--- src/rtl/win_watchdog.sv ---
module win_watchdog #(
  parameter int BASE_LEN = 1024,
  parameter int SLOW_DIV = 256
) (
  input  logic        clk,
  input  logic        rst,
  input  logic        bus_we,
  input  logic [2:0]  bus_addr,
  input  logic [15:0] bus_wdata,
  output logic [15:0] bus_rdata,
  output logic        irq_o,
  output logic        rst_req_o
);
  localparam int CW = $clog2(BASE_LEN) + 4;
  localparam int PW = $clog2(SLOW_DIV);
  localparam logic [CW:0] P0 = (CW+1)'(BASE_LEN);
  localparam logic [PW-1:0] PRE_LAST = PW'(SLOW_DIV - 1);

  logic [15:0]   ctrl_q;
  logic [7:0]    route_q;
  logic          ctrl_set, route_set, running, key_armed;
  logic [CW-1:0] cnt;
  logic [PW-1:0] pre;
  logic          uf_flag, re_flag, irq_q, rr_q;

  wire wr_key   = bus_we && bus_addr == 3'd0;
  wire wr_ctrl  = bus_we && bus_addr == 3'd2;
  wire wr_stat  = bus_we && bus_addr == 3'd4;
  wire wr_route = bus_we && bus_addr == 3'd6;
  wire key_done = wr_key && key_armed && bus_wdata[7:0] == 8'hFF;

  logic [CW:0] period, quarter, start_lim, end_lim, reload_val;
  always_comb begin
    case (ctrl_q[1:0])
      2'b00:   period = P0;
      2'b01:   period = P0 << 2;
      2'b10:   period = P0 << 3;
      default: period = P0 << 4;
    endcase
    quarter = period >> 2;
    case (ctrl_q[13:12])
      2'b00:   start_lim = quarter;
      2'b01:   start_lim = quarter << 1;
      2'b10:   start_lim = quarter + (quarter << 1);
      default: start_lim = period;
    endcase
    case (ctrl_q[9:8])
      2'b00:   end_lim = quarter + (quarter << 1);
      2'b01:   end_lim = quarter << 1;
      2'b10:   end_lim = quarter;
      default: end_lim = '0;
    endcase
    reload_val = period - 1'b1;
  end

  wire slow   = ctrl_q[7:4] == 4'b0101;
  wire tick   = running && (!slow || pre == PRE_LAST);
  wire in_win = ({1'b0, cnt} < start_lim) && ({1'b0, cnt} >= end_lim);
  wire uf_evt = tick && cnt == '0;
  wire re_evt = key_done && running && !in_win;
  wire reload = uf_evt || (key_done && (!running || in_win));
  wire evt    = uf_evt || re_evt;

  always_ff @(posedge clk) begin
    if (rst) begin
      ctrl_q    <= '0;
      route_q   <= '0;
      ctrl_set  <= 1'b0;
      route_set <= 1'b0;
      running   <= 1'b0;
      key_armed <= 1'b0;
      cnt       <= '0;
      pre       <= '0;
      uf_flag   <= 1'b0;
      re_flag   <= 1'b0;
      irq_q     <= 1'b0;
      rr_q      <= 1'b0;
    end else begin
      if (wr_ctrl && !ctrl_set && !running) begin
        ctrl_q   <= bus_wdata;
        ctrl_set <= 1'b1;
      end
      if (wr_route && !route_set && !running) begin
        route_q   <= bus_wdata[7:0];
        route_set <= 1'b1;
      end
      if (wr_key) key_armed <= bus_wdata[7:0] == 8'h00;
      if (key_done) running <= 1'b1;
      if (reload) begin
        cnt <= reload_val[CW-1:0];
        pre <= '0;
      end else if (running) begin
        if (tick) cnt <= cnt - 1'b1;
        pre <= (!slow || tick) ? '0 : pre + 1'b1;
      end
      uf_flag <= uf_evt || (uf_flag && !(wr_stat && !bus_wdata[0]));
      re_flag <= re_evt || (re_flag && !(wr_stat && !bus_wdata[1]));
      irq_q   <= evt && !route_q[7];
      rr_q    <= evt && route_q[7];
    end
  end

  always_comb begin
    case (bus_addr)
      3'd2:    bus_rdata = ctrl_q;
      3'd4:    bus_rdata = {14'b0, re_flag, uf_flag};
      3'd6:    bus_rdata = {8'b0, route_q};
      default: bus_rdata = '0;
    endcase
  end

  assign irq_o     = irq_q;
  assign rst_req_o = rr_q;

  p_idle_quiet_r2: assert property (@(posedge clk) disable iff (rst)
    !running |=> !(irq_o || rst_req_o));
  p_cfg_frozen_r6: assert property (@(posedge clk) disable iff (rst)
    running && $past(running) |-> $stable(ctrl_q) && $stable(route_q));
  p_pulse_flagged_r9: assert property (@(posedge clk) disable iff (rst)
    (irq_o || rst_req_o) |-> (uf_flag || re_flag));
  p_one_route_r10: assert property (@(posedge clk) disable iff (rst)
    !(irq_o && rst_req_o));
  p_irq_single_r12: assert property (@(posedge clk) disable iff (rst)
    irq_o |=> !irq_o);
  p_rr_single_r12: assert property (@(posedge clk) disable iff (rst)
    rst_req_o |=> !rst_req_o);
endmodule

--- config.mk ---
export PLATFORM = sky130hd
export DESIGN_NAME = win_watchdog
export DESIGN_NICKNAME = d
export VERILOG_FILES = /design/src/rtl/win_watchdog.sv
export SDC_FILE = /design/constraint.sdc
export NUM_CORES = 1
export LEC_CHECK = 0
export ABC_AREA = 1
export CAP_MARGIN = 10
export CORE_MARGIN = 4
export CORE_UTILIZATION = 50
export DETAILED_ROUTE_END_ITERATION = 12
export PLACE_DENSITY = 0.76
export SLEW_MARGIN = 20
export SYNTH_ARGS = -nofsm -noshare
export SYNTH_HDL_FRONTEND = slang
export SYNTH_SLANG_ARGS = --single-unit
export TNS_END_PERCENT = 100
--- constraint.sdc ---
create_clock -name clk -period 3.1 [get_ports clk]
set_input_delay 0.62 -clock clk [delete_from_list [all_inputs] [get_ports clk]]
set_output_delay 0.62 -clock clk [all_outputs]
set_load 0.02 [all_outputs]
# Yosys cells after proc, flatten, opt, wreduce, memory -nomap -nowiden
# Cells that the tools add are included.
[op_classes]
add_sub_neg = 4
mul = 0
div_mod_pow = 0
n_lt_le_gt_ge = 2
eq_ne = 12
shifts = 0
mux = 8
bitwise = 0
reduce_logical = 49
[ops]
columns = ["op", "n"]
rows = [
  ["case mux 15 bit (3 select lines)", 3],
  ["case mux 16 bit (3 select lines)", 1],
  ["two-way mux 14 bit", 3],
  ["subtractor 14 x 1 -> 14 bit, second input constant", 2],
  ["logical AND 1 bit", 22],
  ["equality test 8 bit, second input constant", 2],
  ["adder 13 x 14 -> 15 bit", 1],
  ["greater-or-equal comparator 14 x 15 -> 1 bit", 1],
  ["less-than comparator 14 x 15 -> 1 bit", 1],
  ["logical NOT 14 bit", 1],
  ["logical NOT 1 bit", 10],
  ["adder 8 x 1 -> 8 bit, second input constant", 1],
  ["logical NOT 8 bit", 1],
  ["two-way mux 8 bit", 1],
  ["logical OR 1 bit", 7],
  ["equality test 2 x 1 -> 1 bit, second input constant", 3],
  ["equality test 2 bit, second input constant", 3],
  ["equality test 3 bit, second input constant", 2],
  ["logical NOT 2 bit", 3],
  ["equality test 4 x 3 -> 1 bit, second input constant", 1],
  ["nonzero test 2 bit", 2],
  ["equality test 3 x 2 -> 1 bit, second input constant", 1],
  ["logical NOT 3 bit", 1],
  ["AND reduction 2 bit", 1],
  ["OR reduction 2 bit", 1],
]
[word_totals]
ff_bits = 54
latch_bits = 0
ram_bits = 0
romBits = 0
in_bits = 22
memories = 0

# Logic depth before layout (Yosys ltp)
# Gate-level depths: netlist of the first run.
[logic_depth]
depth_word = 11
ltp_mapped = 27
ltp_nobuf = 27

# Least setup slack after synthesis of the first run
# No wires, ideal clock.
[synth_path]
path_kind = "reg-to-reg"
startpoint = "register ctrl_q[1]"
endpoint = "register cnt[6]"
setup_time_ns = 0.115
arrival_ns = 2.948
required_ns = 2.985
path_slack_ns = 0.037
path_stages_with_launch = 25
n_path_buf = 0
period_less_slack_ns = 3.063
path_cell_list = "dfxtp_1 > inv_1 > ha_1 > inv_1 > nand2_1 > xor2_1 > o221ai_1 > o21ai_0 > ha_1 > a21o_1 > nand3_1 > nand2_1 > nor2_1 > nand2_1 > nand2_1 > nand2_4 > nand2_4 > inv_2 > nand2_1 > ha_1 > o211ai_1 > nor2_1 > nand3_1 > nand2_1 > nor2_1"
[synth_via]
elab_chain_cells = 11
[synth_lines]
columns = ["element", "line_no", "text"]
rows = [
  ["start: declaration", "19", "logic [15:0] ctrl_q;"],
  ["start signal: assignment", "80", "ctrl_q <= bus_wdata;"],
  ["equality test 2 bit (tied with other cells)", "34", "case (ctrl_q[1:0])"],
  ["case mux 15 bit (3 select lines) (*)", "34", ""],
  ["adder 13 x 14 -> 15 bit", "44, 48", ""],
  ["case mux 15 bit (3 select lines), on equally long branches", "41, 47", ""],
  ["less-than comparator 14 x 15 -> 1 bit / greater-or-equal comparator 14 x 15 -> 1 bit (equally long branches)", "58", "wire in_win = ({1'b0, cnt} < start_lim) && ({1'b0, cnt} >= end_lim);"],
  ["logical AND 1 bit (*)", "58", ""],
  ["logical OR 1 bit (*)", "61", "wire reload = uf_evt || (key_done && (!running || in_win));"],
  ["logical AND 1 bit (*)", "61", ""],
  ["logical OR 1 bit (*)", "61", ""],
  ["nonzero test 2 bit (no source line)", "n/a", ""],
  ["AND reduction 2 bit (no source line)", "n/a", ""],
  ["end signal: assignment", "90", "cnt <= reload_val[CW-1:0];"],
  ["end signal: assignment", "93", "if (tick) cnt <= cnt - 1'b1;"],
  ["end: declaration", "22", "logic [CW-1:0] cnt;"],
]
# Mark *: on every way between the ends. The rest lies on a longest branch, timed or not.
# A chain may end at the register's enable or synchronous reset.

# Worst setup path in the final report of the first run
[layout_path]
startpoint = "input port bus_addr[2]"
endpoint = "output port bus_rdata[7]"
[layout_via]
elab_chain_cells = 2
[layout_lines]
columns = ["element", "line_no", "text"]
rows = [
  ["start: declaration", "8", "input logic [2:0] bus_addr,"],
  ["equality test 3 bit / equality test 3 x 2 -> 1 bit (equally long branches)", "104", "case (bus_addr)"],
  ["case mux 16 bit (3 select lines) (*)", "104", ""],
  ["end: declaration", "10", "output logic [15:0] bus_rdata,"],
]
# Marked as above.

==> results of run 1 <==
-- per-stage QoR --
| step | total power (uW) | area, sq um | TNS, ps | utilization, % | instances |
|---|---|---|---|---|---|
| 5_1_grt | 1410 | 4130 | -606 | 67.7 | 598 |
| 3_5_place_dp | 868 | 3830 | -444 | 62.8 | 585 |
| 6_report | 1360 | 4130 | 0 | 67.7 | 598 |
| 4_1_cts | 1350 | 3960 | 0 | 65.0 | 593 |
| 2_1_floorplan | 798 | 3220 | 0 | - | 460 |
| 3_3_place_gp | 866 | 3830 | 0 | 62.8 | 585 |
-- synth_stat cells, types with 5 or more instances --
library cell / number / share of area (%)
nand3_1: 28 / 4.3
xor2_1: 5 / 1.4
nor2_1: 50 / 5.8
o211ai_1: 5 / 1.2
o21ai_0: 47 / 7.3
nor3_1: 14 / 2.2
dfxtp_1: 54 / 34
clkbuf_1: 9 / 1.0
nand2_1: 72 / 8.4
a21oi_1: 39 / 6.1
ha_1: 19 / 7.4
inv_1: 66 / 7.7
-- worst register-to-register path: stages (launching register included) --
cell and delay (ps):
dfxtp_4 420, inv_4 60, ha_1 260, o21ai_1 210, o221ai_2 130, o21ai_1 110
ha_1 260, a21o_1 180, nand3_1 70, nand2_1 50, nor2_1 90, nand2_1 90
nand2_2 100, nand2_4 60, nand2_4 90, inv_4 50, nand2_2 70, ha_4 150
o211ai_1 110, buf_4 160, o21ai_1 110, a21oi_1 70
-- routing by layer --
metal	part of all wire [%]	track usage (%)
met1	46	29.8
met2	46	34.7
met3	7.5	4.75
met4	0.76	5.91
met5	0	0
-- final timing paths --
path	from	endpoint	slack, ps	cells after the start
min	route_q[7]$_SDFFE_PP0P_	irq_o$_SDFF_PP0_	430	1
max	bus_addr[2]	bus_rdata[7]	70	6
min reg2reg	route_q[7]$_SDFFE_PP0P_	irq_o$_SDFF_PP0_	430	1
max reg2reg	ctrl_q[0]$_SDFFE_PP0P_	cnt[10]$_SDFFE_PP0P_	90	21
-- flip-flops by register name, summed over array words and instances, names as in the netlist --
register / count
route_q: 8
ctrl_set: 1
key_armed: 1
running: 1
uf_flag: 1
re_flag: 1
irq_o: 1
route_set: 1
cnt: 14
pre: 8
rst_req_o: 1
ctrl_q: 16
-- kinds of logic after synthesis --
kind of cell | count (synthesis) | synth area share, %
buffers and inverters | 81 | 10.0
and+or+nand+nor | 191 | 28.2
AOI/OAI and AO/OA | 108 | 19.0
xor gates and xnor gates | 7 | 1.90
DFF | 54 | 33.6
adders and majority gates | 19 | 7.38
-- power groups by stage --
stage	Combinational (uW)	Clock (uW)	Sequential [uW]
finish	150	493	714
global route	164	526	715
CTS	140	498	712
detailed placement	139	0	729
global placement	137	0	728
floorplan	71.4	0	727
-- area by class of cell --
type                            count  share of cell area [%]
Clock buffer                        5                    1.67
Clock inverter                      3                    1.06
Inverter                           69                    6.52
Multi-Input combinational cell    325                    46.9
Sequential cell                    54                    26.3
Tap cell                           75                    2.27
Timing Repair Buffer               67                    15.3
-- repair_timing --
action / CTS / global route
setup buffers: 0 / 5
setup endpoints to repair: 11 / 31
hold endpoints to repair: 0 / 0
pin swaps: 2 / 16
hold buffers: 0 / 0
resized for setup: 7 / 40
==> results.md, run 1 <==
* Worst-case setup margin in the final layout at 72.0 ps
* Worst-path fanout max at 4
* Worst min-delay path class: flop to flop
* Cells after Synth at 460
* Cell chain of the critical path: clkdlybuf4s50_1 > inv_1 > nor3_2 > inv_1 > o21ai_0 > clkdlybuf4s50_1
* Wire length of the first global-routing pass at around 14000 microns
* Multi-input logic area at slightly below 0.002 sq mm
* Port Buffers at 39
* Initial Utilization at around 53%
* Startpoint type of the worst setup path: primary input
* First-pass DRT Iterations at 5
* CTS Buffer Depth at 2
* Worst-skew pair later-pin latency at a little over 300 ps
* Final cycle utilization of the critical path at a little over nine tenths
* Commonest non-fill, non-tap cell in the layout: nand2_1
* Vias in the first global route at about 3000
* Net count of the finished layout at 563
* Routed len/inst at 14.3 microns
* IR Drop Worst-Case VDD at 235 uV
* Deepest level of the CTS H-tree at 2
* Floorplan die area at roughly 0.0078 sq mm
* Worst path required time at about 2500 ps
* I/O pin cnt at 40
* Remaining design rule violation count at 0
* Remaining number of nets flagged by the antenna check after routing at 0
* Slew @ Worst Pin at approximately 690 ps
* Clock tree from TritonCTS: done
* Total detailed-routing wirelength at 8550 microns
* Unrepaired setup endpoints after global routing: true
* Pin count of the biggest net entering global routing at 23
* Path type of the worst setup path: primary input to output port
* Final critical delay including setup and external delays at slightly above 3000 ps
* Slowest cell on crit path: clkdlybuf4s50_1
* Asr flop ratio synth at 0%
* Post-Synthesis Cell Area at 0.00322 sq mm
* Int Pwr at approximately 1000 uW
* Critical Path AT at between 2000 and 2500 ps
* Total number of vias at 3320
* Mean post-synth cell area at ~7.0 sq um
* ANT cells at 0
* Number of clock buffers inserted by TritonCTS at 5
* Worst setup timing slack at the placement stage at -123 ps
* Buffers and inverters on the worst path at 4
* Grt ovf at 0
* Detail Placement HPWL at just over 6000 microns
* Horizontal extent of the die at about 88 microns
* Sink count of the clock tree at 54
* Top library cells by usage in the layout, fill and taps aside: nand2_1, inv_1, dfxtp_1, nor2_1, o21ai_0
* Post-synth EDFFs at 0
* Final number of setup-violating endpoints at 0
* Initial detailed-routing violation count at 272
* Worst-path clk slew at ~100 ps
* Primary flip-flop cell chosen by synthesis mapping: dfxtp_1
* Clock tree root driver cell: clkbuf_8
* Footprint of the flip-flops and latches at between 0.001 and 0.0015 sq mm
* Proportion of synthesized chip area in sequential cells at between 30 and 40%
* Largest delay share family, worst path: buffers and inverters
* Total global routing track utilization at 21.7%
* Sequential share of power at between 50% and 60%
* Area added between synthesis and finish at 28.1%
* Initial antenna violation count at 0
* Final hold slack at about 430 ps
* Relative contribution of combinational cells to total power at 11.1%
* Yosys cell types at 42
* Worst Skew at around 9.8 ps
* Count of max-cap constraint violations at 0
* Outcome: complete, no violations
* Type of destination of the critical path: output port
* Max-slew violation total from the final report at 0
* CP max stage delay at between 600 and 700 ps
* Pwr dens at between 300 and 400 mW/mm^2
* Number of synthesized register bits at 54
* DIE HEIGHT at 88.3 microns
* Final GP Congestion at roughly 0.95
* Net Sw Power at around 340 uW
* Number of core rows at 28
* Max-slew headroom at 53.8%
* Leakage power figure at approximately 0.0018 uW
* Syn nets at approximately 500
* Filler cell count at roughly 520
* Fraction of power consumed by the clock network at a little over a third
* Area of the core at around 0.0061 sq mm
* Final number of hold-violating endpoints at 0
* Via-to-Cell Ratio at approximately 5.6
* Maximum clock frequency at roughly 330 MHz
* Total number of yosys warnings at 0
* Fraction of final layout cells sized beyond drive strength 1 at 15.9%
* Net switching share of the total power at 25.1%
No activity file was read; power rests on OpenSTA's default activity.
==> run 2, diff against run 1 <==
ABC_AREA = unset   (was 1)
TNS_END_PERCENT = 50   (was 100)
==> run 2 against run 1 <==
Against the previous run: the run now ends with negative setup slack left; routed wire length increased by 2.6%; utilization increased by 5.3 points; die area decreased by 1.5%; non-clock buffer count increased by 22; first-iteration DRC count decreased by 63%; critical path type is now flop to flop; critical endpoint is now cnt[12]$_SDFFE_PP0P_.
==> results.md, run 2 <==
* Outcome: finished with violations
* Violated checks: negative setup slack
* Cell chain of the critical path: inv_6 > ha_4 > nand2_1 > ha_1 > or4bb_4 > nor4_4 > o21a_1 > o311ai_4 > nand2_4 > ha_4 > buf_6 > o21ai_4 > or2_4 > or3_4 > nand4b_1 > nand3_1
* Source of the worst register-to-register timing path: ctrl_q[0]$_SDFFE_PP0P_
* Worst Skew at 9.41 ps (-0.410 ps)
* Critical Path AT at 3590 ps (+1180 ps)
* Total global routing track utilization at 23.6% (+1.9 points)
* Number of flip-flops under the largest register name at 16 (unchanged)
* First-pass DRT Iterations at 5 (unchanged)
* Final hold slack at 455 ps (+27.6 ps)
* Clock tree from TritonCTS: done
* Sink count of the clock tree at 54 (unchanged)
* Proportion of synthesized chip area in sequential cells at 34.1% (+0.57 points)
* Max-slew headroom at 57.3% (+3.4 points)
* Total number of yosys warnings at 0 (unchanged)
* Pwr dens at 347 mW/mm^2 (+5.6%)
* Largest family of logic cells by synthesized area: simple AND/OR/NAND/NOR gates
* Adder-cell share of the synthesized area at 7.50% (+0.13 points)
* Total detailed-routing wirelength at 8770 microns (+2.6%)
* Deepest level of the CTS H-tree at 2 (unchanged)
* Detail Placement HPWL at 5790 microns (-5.9%)
* Clock tree root driver cell: clkbuf_8
* Launching element of the worst setup path: ctrl_q[0]$_SDFFE_PP0P_
* Top library cells by usage in the layout, fill and taps aside: dfxtp_1, nand2_1, buf_4, nor2_1, a21oi_1
* Cell repeated most along the worst path: ha_4
* Commonest non-fill, non-tap cell in the layout: dfxtp_1
* Finished Cell Area at 0.00440 sq mm (+6.6%)
* Initial detailed-routing violation count at 101 (-63%)
* Multiplexer area fraction after synthesis at 5.77% (+5.8 points)
* Primary flip-flop cell chosen by synthesis mapping: dfxtp_1
* Syn nets at 429 (-14%)
* DIE HEIGHT at 87.6 microns (-0.76%)
* Post-Synthesis Cell Area at 0.00317 sq mm (-1.7%)
* Type of destination of the critical path: flop
* IR Drop Worst-Case VDD at 299 uV (+27%)
* Area share of and/or/nand/nor cells after synthesis at 29.1% (+0.95 points)
* Worst-path clk slew at 110 ps (about the same)
* Final Core Density at 73.0% (+5.3 points)
* Port Buffers at 39 (unchanged)
* Cell type with the highest aggregate area in the netlist: dfxtp_1
* Vias in the first global route at 3026 (+0.77%)
* Unrepaired setup endpoints after global routing: true
* Startpoint type of the worst setup path: flop
* Remaining design rule violation count at 0 (unchanged)
* Initial antenna violation count at 0 (unchanged)
* Number of clock buffers inserted by TritonCTS at 5 (unchanged)
* Worst min-delay path class: flop to flop
* Area of the core at 0.00603 sq mm (-1.1%)
* Initial Utilization at 52.6% (-0.28 points)
* Leakage power figure at 0.00190 uW (+5.0%)
* Yosys cell types at 56 (+33%)
* Number of synthesized register bits at 54 (unchanged)
* Filler cell count at 460 (-11%)
* Via-to-Cell Ratio at 5.65 (+1.8%)
* Worst-path fanout max at 4 (unchanged)
* Setup TNS Final at -1370 ps (-1370 ps)
* Count of max-cap constraint violations at 0 (unchanged)
* Post-synth EDFFs at 0 (unchanged)
* CP max stage delay at 540 ps (-100 ps)
* Top-area cell type share of the netlist area at 34.1% (+0.57 points)
* Standard cell area after detailed placement at 0.00389 sq mm (+1.6%)
* Final number of setup-violating endpoints at 15 (+15)
* Slowest cell on crit path: or4bb_4
* Final number of hold-violating endpoints at 0 (unchanged)
* Remaining number of nets flagged by the antenna check after routing at 0 (unchanged)
* Cells after Synth at 388 (-16%)
* Final GP Congestion at 0.882 (-6.9%)
* I/O pin cnt at 40 (unchanged)
* Cts hold-fix bufs at 0 (unchanged)
* Worst-skew pair later-pin latency at 320 ps (about the same)
* Asr flop ratio synth at 0% (unchanged)
* Share of the synthesized area in compound gates (AO/OA/AOI/OAI) at 14.3% (-4.7 points)
* Fraction of final layout cells sized beyond drive strength 1 at 26.2% (+10 points)
* Most area-consuming cells after synthesis: dfxtp_1, ha_1, a21oi_1, nand2_1, nor2_1
* ANT cells at 0 (unchanged)
* Max-slew violation total from the final report at 0 (unchanged)
* Mean post-synth cell area at 8.17 sq um (+17%)
* Origin of the worst min-delay path: route_set$_SDFFE_PP0P_
* Final critical delay including setup and external delays at 3380 ps (+349 ps)
* Path type of the worst setup path: flop to flop
* Final cycle utilization of the critical path at 109% (+11 points)
* Pin count of the biggest net entering global routing at 33 (+43%)
* Slew @ Worst Pin at 638 ps (-53.2 ps)
* Worst-case setup margin in the final layout at -277 ps (-349 ps)
* Maximum clock frequency at 296 MHz (-10%)
* Wire length of the first global-routing pass at 14400 microns (+5.7%)
* Leading registers by flop count: ctrl_q x16, cnt x14
* Number of core rows at 28 (unchanged)
* Synthesized-area fraction occupied by xor and xnor cells at 4.70% (+2.8 points)
* Total number of vias at 3058 (-7.9%)
* Post-synth top cells: dfxtp_1, nand2_1, nor2_1, a21oi_1, ha_1
* Net count of the finished layout at 506 (-10%)
* Cell with the most instances after synthesis: dfxtp_1
* Routed len/inst at 16.2 microns (+13%)
* Worst path required time at 3310 ps (+830 ps)
* Grt ovf at 0 (unchanged)
* CTS Buffer Depth at 2 (unchanged)
* Floorplan die area at 0.00767 sq mm (-1.5%)
* Largest Register: ctrl_q
* Horizontal extent of the die at 87.6 microns (-0.76%)
* Area added between synthesis and finish at 38.8%
* Worst setup timing slack at the placement stage at -362 ps (-240 ps)
-- run 2: cell count changes in the layout (fill, tap and decap cells not counted), sizes merged, moves of 7 or more --
| cell | delta |
|---|---|
| nand2 | -27 |
| and2 | +12 |
| o21ai | -40 |
| mux2i | +16 |
| nand3 | -18 |
| inv | -62 |
| buf | +23 |
| nor3 | -8 |
| xor2 | +7 |
| nor2b | +12 |
-- run 2: report_power, final --
part           switching (uW)  internal [uW]
Sequential               22.2            709
Combinational             138            141
Clock                     250            266
-- run 2: worst max-delay path, delay by kind of cell (launching register included) --
family	cells	cell delay, ps
adder cells (fa/ha/maj)	3	580
AO/OA/AOI/OAI	3	390
buffers and inverters	2	190
flip-flops	1	390
AND/OR/NAND/NOR	8	1700
-- run 2: per-stage QoR --
step	std cells	total power, uW
2_1_floorplan	388	894
3_3_place_gp	521	977
3_5_place_dp	521	983
4_1_cts	534	1500
5_1_grt	541	1600
6_report	541	1530
-- run 2: final cells by class --
cell class	instances	area, sq um	area share (%)
multi-input combinational	308	2250	51.1
sequential	54	1090	24.8
timing repair buffer	89	812	18.5
tap	75	93.8	2.13
clock buffer	6	82.6	1.88
clock inverter	2	38.8	0.882
inverter	7	36.3	0.825
-- run 2: cell families (layout without fill, tap and decap cells) --
logic type	Yosys count	after routing
adder cells (fa/ha/maj)	19	19
XOR/XNOR	17	17
AND/OR/NAND/NOR	181	181
AO/OA/AOI/OAI	73	73
flip-flops	54	54
multiplexers	18	18
buffers and inverters	26	104
-- run 2: metal layers --
layer	up-vias	global-route usage, %	part of all wire (%)
met5	-	0	0
met4	0	6.00	1.3
met1	1451	29.5	44
met2	87	41.4	51
met3	9	4.89	4.5
li1	1511	-	-
-- run 2: worst paths after layout --
path                                               end  slack, ps  cells past startpoint
worst max-delay path              cnt[12]$_SDFFE_PP0P_       -280                     16
worst min-delay path            route_set$_SDFFE_PP0P_        450                      2
worst max register to register    cnt[12]$_SDFFE_PP0P_       -280                     16
worst min register to register  route_set$_SDFFE_PP0P_        450                      2
-- run 2: timing repair --
action                     CTS  global route
buffers inserted             5             7
setup endpoints to repair   19            28
resized for setup           35            36
pin swaps                   16            21
